**config.mk**
```make
export PLATFORM = sky130hd
export DESIGN_NAME = nr_signed_div
export DESIGN_NICKNAME = d
export VERILOG_FILES = /design/src/rtl/nr_div_pkg.sv /design/src/rtl/nr_div_addsub.sv /design/src/rtl/nr_div_prep.sv /design/src/rtl/nr_div_fix.sv /design/src/rtl/nr_signed_div.sv
export SDC_FILE = /design/constraint.sdc
export NUM_CORES = 1
export LEC_CHECK = 0
export BUFFER_PORTS_ARGS = -buffer_cell sky130_fd_sc_hd__buf_2
export CAP_MARGIN = 15
export CORE_ASPECT_RATIO = 1.4
export CORE_UTILIZATION = 56
export CTS_CLUSTER_SIZE = 40
export DETAILED_ROUTE_END_ITERATION = 10
export PLACE_DENSITY = 0.9
export SLEW_MARGIN = 20
export SYNTH_ARGS = -nofsm -noshare
export SYNTH_HDL_FRONTEND = slang
export SYNTH_SLANG_ARGS = --single-unit
```
**constraint.sdc**
```tcl
create_clock -name clk -period 6.2 [get_ports clk]
set_input_delay 1.24 -clock clk [delete_from_list [all_inputs] [get_ports clk]]
set_output_delay 1.24 -clock clk [all_outputs]
set_load 0.01 [all_outputs]
```
**src/rtl/nr_div_pkg.sv**
```systemverilog
package nr_div_pkg;
    typedef enum logic [2:0] {
        S_IDLE,
        S_FIRST,
        S_STEP,
        S_CHK,
        S_FIX
    } div_state_t;
endpackage

```
**src/rtl/nr_div_addsub.sv**
```systemverilog
// One non-restoring step: the operation is chosen from the sign of the
// partial remainder and the raw sign of the divisor (equal signs subtract).
module nr_div_addsub #(
    parameter int WORD = 36,
    parameter int PW   = WORD + 3
) (
    input  logic [PW-1:0]   p_i,
    input  logic [WORD-1:0] d_i,
    output logic [PW-1:0]   p_o
);
    logic [PW-1:0] dx;
    logic          do_sub;

    assign dx     = {{(PW-WORD){d_i[WORD-1]}}, d_i};
    assign do_sub = (p_i[PW-1] == d_i[WORD-1]);
    assign p_o    = do_sub ? (p_i - dx) : (p_i + dx);
endmodule

```
**src/rtl/nr_div_prep.sv**
```systemverilog
// Operand preparation: dividend widening, magnitude, sign bookkeeping and
// the choice of the shortened path.
module nr_div_prep #(
    parameter int WORD     = 36,
    parameter int HALF     = 18,
    parameter bit SHORT_EN = 1'b1,
    parameter int DW       = 2 * WORD
) (
    input  logic            dbl_i,
    input  logic [WORD-1:0] hi_i,
    input  logic [WORD-1:0] lo_i,
    input  logic [WORD-1:0] dsor_i,
    output logic [DW-1:0]   mag_o,
    output logic            dneg_o,
    output logic            qneg_o,
    output logic            short_o
);
    logic [DW-1:0] full;

    assign full   = dbl_i ? {hi_i, lo_i} : {{WORD{lo_i[WORD-1]}}, lo_i};
    assign dneg_o = full[DW-1];
    assign mag_o  = dneg_o ? (~full + DW'(1)) : full;
    assign qneg_o = dneg_o ^ dsor_i[WORD-1];

    generate
        if (SHORT_EN) begin : g_short
            assign short_o = !dbl_i && (mag_o[WORD-1:HALF] == '0) && (dsor_i != '0);
        end else begin : g_no_short
            assign short_o = 1'b0;
        end
    endgenerate
endmodule

```
**src/rtl/nr_div_fix.sv**
```systemverilog
// Final correction: remainder restore, sign fix-up and the test that
// admits a quotient of exactly the most negative word.
module nr_div_fix #(
    parameter int WORD = 36,
    parameter int PW   = WORD + 3
) (
    input  logic [PW-1:0]   prem_i,
    input  logic [WORD-2:0] low_i,
    input  logic [WORD-1:0] dsor_i,
    input  logic [WORD-1:0] qbits_i,
    input  logic            dneg_i,
    input  logic            qneg_i,
    output logic [WORD-1:0] quot_o,
    output logic [WORD-1:0] rem_o,
    output logic            min_ok_o,
    output logic [WORD-1:0] rem_min_o
);
    logic [PW-1:0]   restored;
    logic [PW-1:0]   low_ext;
    logic [PW-1:0]   low_cmp;
    logic [WORD-1:0] r_mag;
    logic [WORD-1:0] low_w;

    nr_div_addsub #(.WORD(WORD), .PW(PW)) u_restore (
        .p_i(prem_i), .d_i(dsor_i), .p_o(restored)
    );

    assign low_ext = {{(PW-WORD+1){1'b0}}, low_i};

    nr_div_addsub #(.WORD(WORD), .PW(PW)) u_lowcmp (
        .p_i(low_ext), .d_i(dsor_i), .p_o(low_cmp)
    );

    assign r_mag     = prem_i[PW-1] ? restored[WORD-1:0] : prem_i[WORD-1:0];
    assign rem_o     = dneg_i ? (~r_mag + WORD'(1)) : r_mag;
    assign quot_o    = qneg_i ? (~qbits_i + WORD'(1)) : qbits_i;
    assign low_w     = {1'b0, low_i};
    assign rem_min_o = dneg_i ? (~low_w + WORD'(1)) : low_w;
    assign min_ok_o  = (prem_i == '0) && qneg_i && low_cmp[PW-1];
endmodule

```
**src/rtl/nr_signed_div.sv**
```systemverilog
module nr_signed_div
    import nr_div_pkg::*;
#(
    parameter int WORD     = 36,
    parameter int HALF     = 18,
    parameter bit SHORT_EN = 1'b1
) (
    input  logic            clk,
    input  logic            rst_n,
    input  logic            start_i,
    input  logic            dbl_i,
    input  logic [WORD-1:0] dend_hi_i,
    input  logic [WORD-1:0] dend_lo_i,
    input  logic [WORD-1:0] dsor_i,
    output logic [WORD-1:0] quot_o,
    output logic [WORD-1:0] rem_o,
    output logic            ovf_o,
    output logic            done_o
);
    localparam int DW = 2 * WORD;
    localparam int PW = WORD + 3;
    localparam int CW = $clog2(WORD + 1);
    localparam logic [CW-1:0]   LONG_CNT  = CW'(WORD - 1);
    localparam logic [CW-1:0]   SHORT_CNT = CW'(HALF - 1);
    localparam logic [WORD-1:0] MIN_Q     = {1'b1, {(WORD-1){1'b0}}};

    div_state_t state_q, state_d;

    logic [DW-1:0]   mag, adj;
    logic            dneg, qneg, short_ok;
    logic [PW-1:0]   prem_q, step_in, step_out;
    logic [WORD-2:0] feed_q, low_q;
    logic [WORD-1:0] qbits_q, dsor_q;
    logic [CW-1:0]   cnt_q;
    logic            dneg_q, qneg_q, short_q, qbit;
    logic [WORD-1:0] quot_fix, rem_fix, rem_min;
    logic            min_ok;

    nr_div_prep #(.WORD(WORD), .HALF(HALF), .SHORT_EN(SHORT_EN), .DW(DW)) u_prep (
        .dbl_i(dbl_i), .hi_i(dend_hi_i), .lo_i(dend_lo_i), .dsor_i(dsor_i),
        .mag_o(mag), .dneg_o(dneg), .qneg_o(qneg), .short_o(short_ok)
    );

    assign adj = short_ok ? (mag << HALF) : mag;

    // first step is unshifted; later steps shift in the next dividend bit
    assign step_in = (state_q == S_FIRST) ? prem_q : {prem_q[PW-2:0], feed_q[WORD-2]};

    nr_div_addsub #(.WORD(WORD), .PW(PW)) u_step (
        .p_i(step_in), .d_i(dsor_q), .p_o(step_out)
    );

    assign qbit = ~step_out[PW-1];

    nr_div_fix #(.WORD(WORD), .PW(PW)) u_fix (
        .prem_i(prem_q), .low_i(low_q), .dsor_i(dsor_q), .qbits_i(qbits_q),
        .dneg_i(dneg_q), .qneg_i(qneg_q), .quot_o(quot_fix), .rem_o(rem_fix),
        .min_ok_o(min_ok), .rem_min_o(rem_min)
    );

    // state register
    always_ff @(posedge clk or negedge rst_n) begin
        if (!rst_n) state_q <= S_IDLE;
        else        state_q <= state_d;
    end

    // next state
    always_comb begin
        state_d = state_q;
        unique case (state_q)
            S_IDLE:  if (start_i) state_d = S_FIRST;
            S_FIRST: state_d = (!short_q && qbit) ? S_CHK : S_STEP;
            S_STEP:  if (cnt_q == CW'(1)) state_d = S_FIX;
            S_CHK:   state_d = S_IDLE;
            S_FIX:   state_d = S_IDLE;
            default: state_d = S_IDLE;
        endcase
    end

    // iteration datapath
    always_ff @(posedge clk or negedge rst_n) begin
        if (!rst_n) begin
            prem_q  <= '0;
            feed_q  <= '0;
            low_q   <= '0;
            qbits_q <= '0;
            dsor_q  <= '0;
            cnt_q   <= '0;
            dneg_q  <= 1'b0;
            qneg_q  <= 1'b0;
            short_q <= 1'b0;
        end else begin
            unique case (state_q)
                S_IDLE: if (start_i) begin
                    prem_q  <= {2'b00, adj[DW-1:WORD-1]};
                    feed_q  <= adj[WORD-2:0];
                    low_q   <= mag[WORD-2:0];
                    qbits_q <= '0;
                    dsor_q  <= dsor_i;
                    cnt_q   <= short_ok ? SHORT_CNT : LONG_CNT;
                    dneg_q  <= dneg;
                    qneg_q  <= qneg;
                    short_q <= short_ok;
                end
                S_FIRST: begin
                    prem_q  <= step_out;
                    qbits_q <= {qbits_q[WORD-2:0], qbit};
                end
                S_STEP: begin
                    prem_q  <= step_out;
                    qbits_q <= {qbits_q[WORD-2:0], qbit};
                    feed_q  <= {feed_q[WORD-3:0], 1'b0};
                    cnt_q   <= cnt_q - CW'(1);
                end
                default: ;
            endcase
        end
    end

    // outputs
    always_ff @(posedge clk or negedge rst_n) begin
        if (!rst_n) begin
            quot_o <= '0;
            rem_o  <= '0;
            ovf_o  <= 1'b0;
            done_o <= 1'b0;
        end else begin
            done_o <= 1'b0;
            unique case (state_q)
                S_FIX: begin
                    quot_o <= quot_fix;
                    rem_o  <= rem_fix;
                    ovf_o  <= 1'b0;
                    done_o <= 1'b1;
                end
                S_CHK: begin
                    done_o <= 1'b1;
                    if (min_ok) begin
                        quot_o <= MIN_Q;
                        rem_o  <= rem_min;
                        ovf_o  <= 1'b0;
                    end else begin
                        ovf_o  <= 1'b1;
                    end
                end
                default: ;
            endcase
        end
    end

    AST_DONE_ONE_CYCLE: assert property (@(posedge clk) disable iff (!rst_n)
        done_o |=> !done_o);
    AST_QUOT_HELD: assert property (@(posedge clk) disable iff (!rst_n)
        !done_o |-> ($stable(quot_o) && $stable(rem_o) && $stable(ovf_o)));
    AST_NODIV_KEEPS_RESULT: assert property (@(posedge clk) disable iff (!rst_n)
        (done_o && ovf_o) |-> ($stable(quot_o) && $stable(rem_o)));
    AST_FIX_ENDS_CLEAN: assert property (@(posedge clk) disable iff (!rst_n)
        (state_q == S_FIX) |=> (done_o && !ovf_o && state_q == S_IDLE));
    AST_BUSY_NO_RELOAD: assert property (@(posedge clk) disable iff (!rst_n)
        (state_q == S_STEP) |=> (state_q == S_STEP || state_q == S_FIX));
    AST_ZERO_DSOR_EXITS: assert property (@(posedge clk) disable iff (!rst_n)
        (state_q == S_FIRST && !short_q && dsor_q == '0) |=> (state_q == S_CHK));
    AST_CHK_SHORT: assert property (@(posedge clk) disable iff (!rst_n)
        (state_q == S_CHK) |=> done_o);
endmodule

```
==> summary by stage <==
Run status
The run finished with clean final reports.

Worst setup path
On the critical path the largest part of the delay comes from simple AND/OR/NAND/NOR gates. The type of the worst setup path is flip-flop to flip-flop. The worst stage delay on the critical path is 640 ps.

The element type at the critical path start is a flip-flop. Counting both buffers and inverters, the worst setup path holds a total of 1. The required arrival time at the worst endpoint is 6670 ps.

In this run the number of cells on the critical path is 18. The worst endpoint data arrival time is 6400 ps. The setup slack of the worst register-to-register path is 280 ps. The library cell contributing the largest single delay on the critical path is sky130_fd_sc_hd__or4_1. STA classifies the critical path endpoint as a flip-flop.

Of all nets on the critical path, the largest fanout is 9. Traced cell by cell, the critical path runs through or4_1, nor3_1, and2_1, nor3b_1, nor2_1, xnor2_1, ha_1, buf_4, a21o_1, a21o_1, o21a_1, a311oi_1, o21ai_0, nor3_2, or3b_2, nor3_1, mux2_2, o31a_1. The depth of the most critical reg-to-reg path is 18.

Timing
The setup skew after layout is 26.1 ps. The final-layout setup total negative slack is 0 ps. The max-slew headroom at the worst pin is 22.6%. The total count of max-transition violations in the final report is 0.

For this run, the top clock speed supported by timing is 169 MHz. The number of failing hold endpoints at the final stage is 0. The smallest clock period supported by the final layout is computed as 5920 ps. The final setup violation count is 0. Setup repair after global routing left no endpoint under its margin.

After layout, the worst path uses 95.5% of the clock period. The pin slew with the least headroom to its limit is 1150 ps.

Detailed routing
The total via count in the routed design is 23400. For this run, the detailed router's first-pass iteration total came to 7. The mean number of vias per cell is 6.45. The total length of routed wires is 78.2 mm.

Summed over all nets, wire length on met3 after detailed routing comes to 5.85 mm. The highest metal layer carrying signal wires in the routed design is met5. The wire length on met1 is 27.6 mm.

For this block, the initial DRC count from the detailed router was 2079. The mean routed wirelength per cell is 21.5 µm. In the routed design, unresolved DRC markers number 0.

The wire length on met2 is 36.8 mm. The count of nets left with antenna violations once routing finished came out at 0.

Synth
The number of nets in the synthesized netlist is 3182. After synthesis, the share of flip-flops with an asynchronous set or reset is 100%. The synthesized-area fraction occupied by ao, oa, aoi and oai cells is 24.3%. In this run the biggest area consumer among cell types represents 29.3% of the synthesized area. The number of synthesized flops with an enable pin is 0. The post-synthesis sequential element count is 267. The synthesized netlist occupies a cell area of 0.0228 mm².

The most frequent cell after synthesis is sky130_fd_sc_hd__nand2_1. The synthesized area per cell is 7.73 µm². Yosys mapped the design onto 80 distinct sky130hd cell types. Ranked by instance count, the synthesized netlist is headed by 487 x sky130_fd_sc_hd__nand2_1, 311 x sky130_fd_sc_hd__nor2_1, 267 x sky130_fd_sc_hd__dfrtp_1. The area share of and/or/nand/nor cells after synthesis is 23.4%. The mux cell area share after synthesis is 1.07%. The gate count after technology mapping is 2954.

The register area share after synthesis is 29.3%. The biggest area consumer among synthesized cells is sky130_fd_sc_hd__dfrtp_1. The largest family of logic cells by synthesized area is compound AO/OA/AOI/OAI gates. The adder-cell area share of the yosys netlist is 6.42%.

Yosys attributes the largest share of cell area to sky130_fd_sc_hd__dfrtp_1 29%, sky130_fd_sc_hd__nand2_1 8.0%, sky130_fd_sc_hd__ha_1 6.2%. The synthesized netlist devotes 11.7% of its cell area to XOR and XNOR gates. The most common flop cell mapped by yosys is sky130_fd_sc_hd__dfrtp_1. During synthesis, Yosys emitted a total of 0 warnings.

Floorplan
The width of the chip is 173 µm. The die height is 241 µm. The floorplan die area is 0.0416 mm². Once the floorplan was initialized, standard cells occupied 56.7% of the core. In this run the count of I/O pins placed on the die edge is 186. The core box area is 0.0403 mm². The number of cell rows is 87.

Clock network
The clock reaches the later pin of the worst-skew pair after 600 ps. Clock tree synthesis inserted a total of 28 buffers. The CTS H-tree depth is 1. The clock transition at the register clock pins on the worst setup and hold paths after CTS is 60 ps. The tree is rooted in a sky130_fd_sc_hd__clkbuf_16. The CTS tree is built. The clock passes through at most 3 buffers. The sink count of the clock tree is 267. In this run, post-CTS hold repair placed 0 buffers.

GRT
The maximum number of pins on one net before global-route repair is 147. The number of antenna violations at the first check in global routing is 1. The first global-routing pass estimated 121 mm of wire.

Summed over all layers, the global routing overflow is 0. The total global routing track utilization is 37.2%. The via count of the first global-routing pass is 22300.

Layout
0 antenna diodes ended up in the layout. The fraction of layout cells with a size suffix above 1 is 13.1%. The layout overhead on the synthesized area is 12.4%. After the last flow step, the layout net total stands at 3305.

Min path
The worst min-delay path category is flip-flop to flip-flop. The number of cells on the worst hold path is 2.

Placed design
The congestion estimate from routability-driven global placement came to 1.04. Buffers placed on the I/O ports in this run total 185. The final HPWL from detailed placement is 59.1 mm.

Job
The max capacitance violation total is 0.
registers in the layout, indices dropped and copies added (netlist names):
signal / count
dneg_q: 1
short_q: 1
ovf_o: 1
qbits_q: 36
quot_o: 36
low_q: 35
dsor_q: 36
state_q: 3
qneg_q: 1
rem_o: 36
feed_q: 35
done_o: 1
prem_q: 39
cnt_q: 6
through the flow:
| step | setup WS, ps | area [µm²] | util [%] | instances | hold WS (ps) |
|---|---|---|---|---|---|
| global route | 1.34 | 25700 | 63.7 | 3630 | 487 |
| CTS | 19.8 | 25500 | 63.3 | 3624 | 471 |
| finish | 277 | 25700 | 63.7 | 3630 | 472 |
| detailed placement | 68.9 | 24500 | 60.9 | 3575 | 460 |
| global placement | 126 | 24500 | 60.9 | 3575 | 451 |
| floorplan | 16.7 | 22800 | - | 2954 | 432 |
per-layer routing:
layer / vias up / GRT usage [%]
met5: - / 0
met4: 2 / 33.6
met3: 372 / 6.40
met2: 1187 / 62.6
met1: 11000 / 40.7
li1: 10800 / -
worst paths after layout:
check                                       startpoint                endpoint
worst max-delay path            dsor_q[14]$_DFFE_PN0P_   rem_o[31]$_DFFE_PN0P_
worst min-delay path            quot_o[28]$_DFFE_PN0P_  quot_o[28]$_DFFE_PN0P_
worst max register to register  dsor_q[14]$_DFFE_PN0P_   rem_o[31]$_DFFE_PN0P_
worst min register to register  quot_o[28]$_DFFE_PN0P_  quot_o[28]$_DFFE_PN0P_
max in group asynchronous                        rst_n   dsor_q[4]$_DFFE_PN0P_
min in group asynchronous                        rst_n   quot_o[6]$_DFFE_PN0P_
logic make-up after synthesis:
logic type,after synthesis
AND/OR/NAND/NOR,1175
AO/OA/AOI/OAI,837
XOR/XNOR,304
flip-flops,267
buffers and inverters,232
adder cells (fa/ha/maj),116
multiplexers,23
worst register-to-register path, delay by kind of cell, from the launching register on:
family,cells,cell delay (ps)
AOI/OAI and AO/OA,6,1420
xor gates and xnor gates,1,300
adders and majority gates,1,360
buffers and inverters,1,200
DFF,1,370
muxes,1,360
and+or+nand+nor,8,2830
cell usage in the layout, fill, tap and decap left out, types with 28 or more instances in the layout:
| cell type | instances |
|---|---|
| sky130_fd_sc_hd__a21o_1 | 72 |
| sky130_fd_sc_hd__o211ai_1 | 30 |
| sky130_fd_sc_hd__clkbuf_16 | 28 |
| sky130_fd_sc_hd__or3_1 | 41 |
| sky130_fd_sc_hd__ha_1 | 112 |
| sky130_fd_sc_hd__o31ai_1 | 77 |
| sky130_fd_sc_hd__nand3_1 | 32 |
| sky130_fd_sc_hd__o21ai_0 | 213 |
| sky130_fd_sc_hd__nor2_1 | 308 |
| sky130_fd_sc_hd__o21a_1 | 30 |
| sky130_fd_sc_hd__buf_4 | 91 |
| sky130_fd_sc_hd__xor2_1 | 144 |
| sky130_fd_sc_hd__xnor2_1 | 157 |
| sky130_fd_sc_hd__buf_2 | 184 |
| sky130_fd_sc_hd__a22o_1 | 36 |
| sky130_fd_sc_hd__nand2_1 | 485 |
| sky130_fd_sc_hd__dfrtp_1 | 266 |
| sky130_fd_sc_hd__nand4_1 | 32 |
| sky130_fd_sc_hd__nor4_1 | 36 |
| sky130_fd_sc_hd__inv_1 | 43 |
| sky130_fd_sc_hd__a31oi_1 | 33 |
| sky130_fd_sc_hd__nor3_1 | 81 |
| sky130_fd_sc_hd__a21oi_1 | 145 |
area by class of cell:
class / instances / area, µm²
Timing Repair Buffer: 280 / 1700
Clock inverter: 16 / 204
Inverter: 45 / 169
Sequential cell: 267 / 6680
Fill cell: 3520 / 14600
Multi-Input combinational cell: 2455 / 15500
Tap cell: 534 / 668
Clock buffer: 33 / 759
repair_timing:
item,4_1_cts,5_1_grt
setup endpoints to repair,0,59
resized for setup,0,30
buffers inserted,0,6
Power is left out: the tool's default activity adds up to more than one toggle a clock period on the data nets, which glitch-free logic cannot reach.
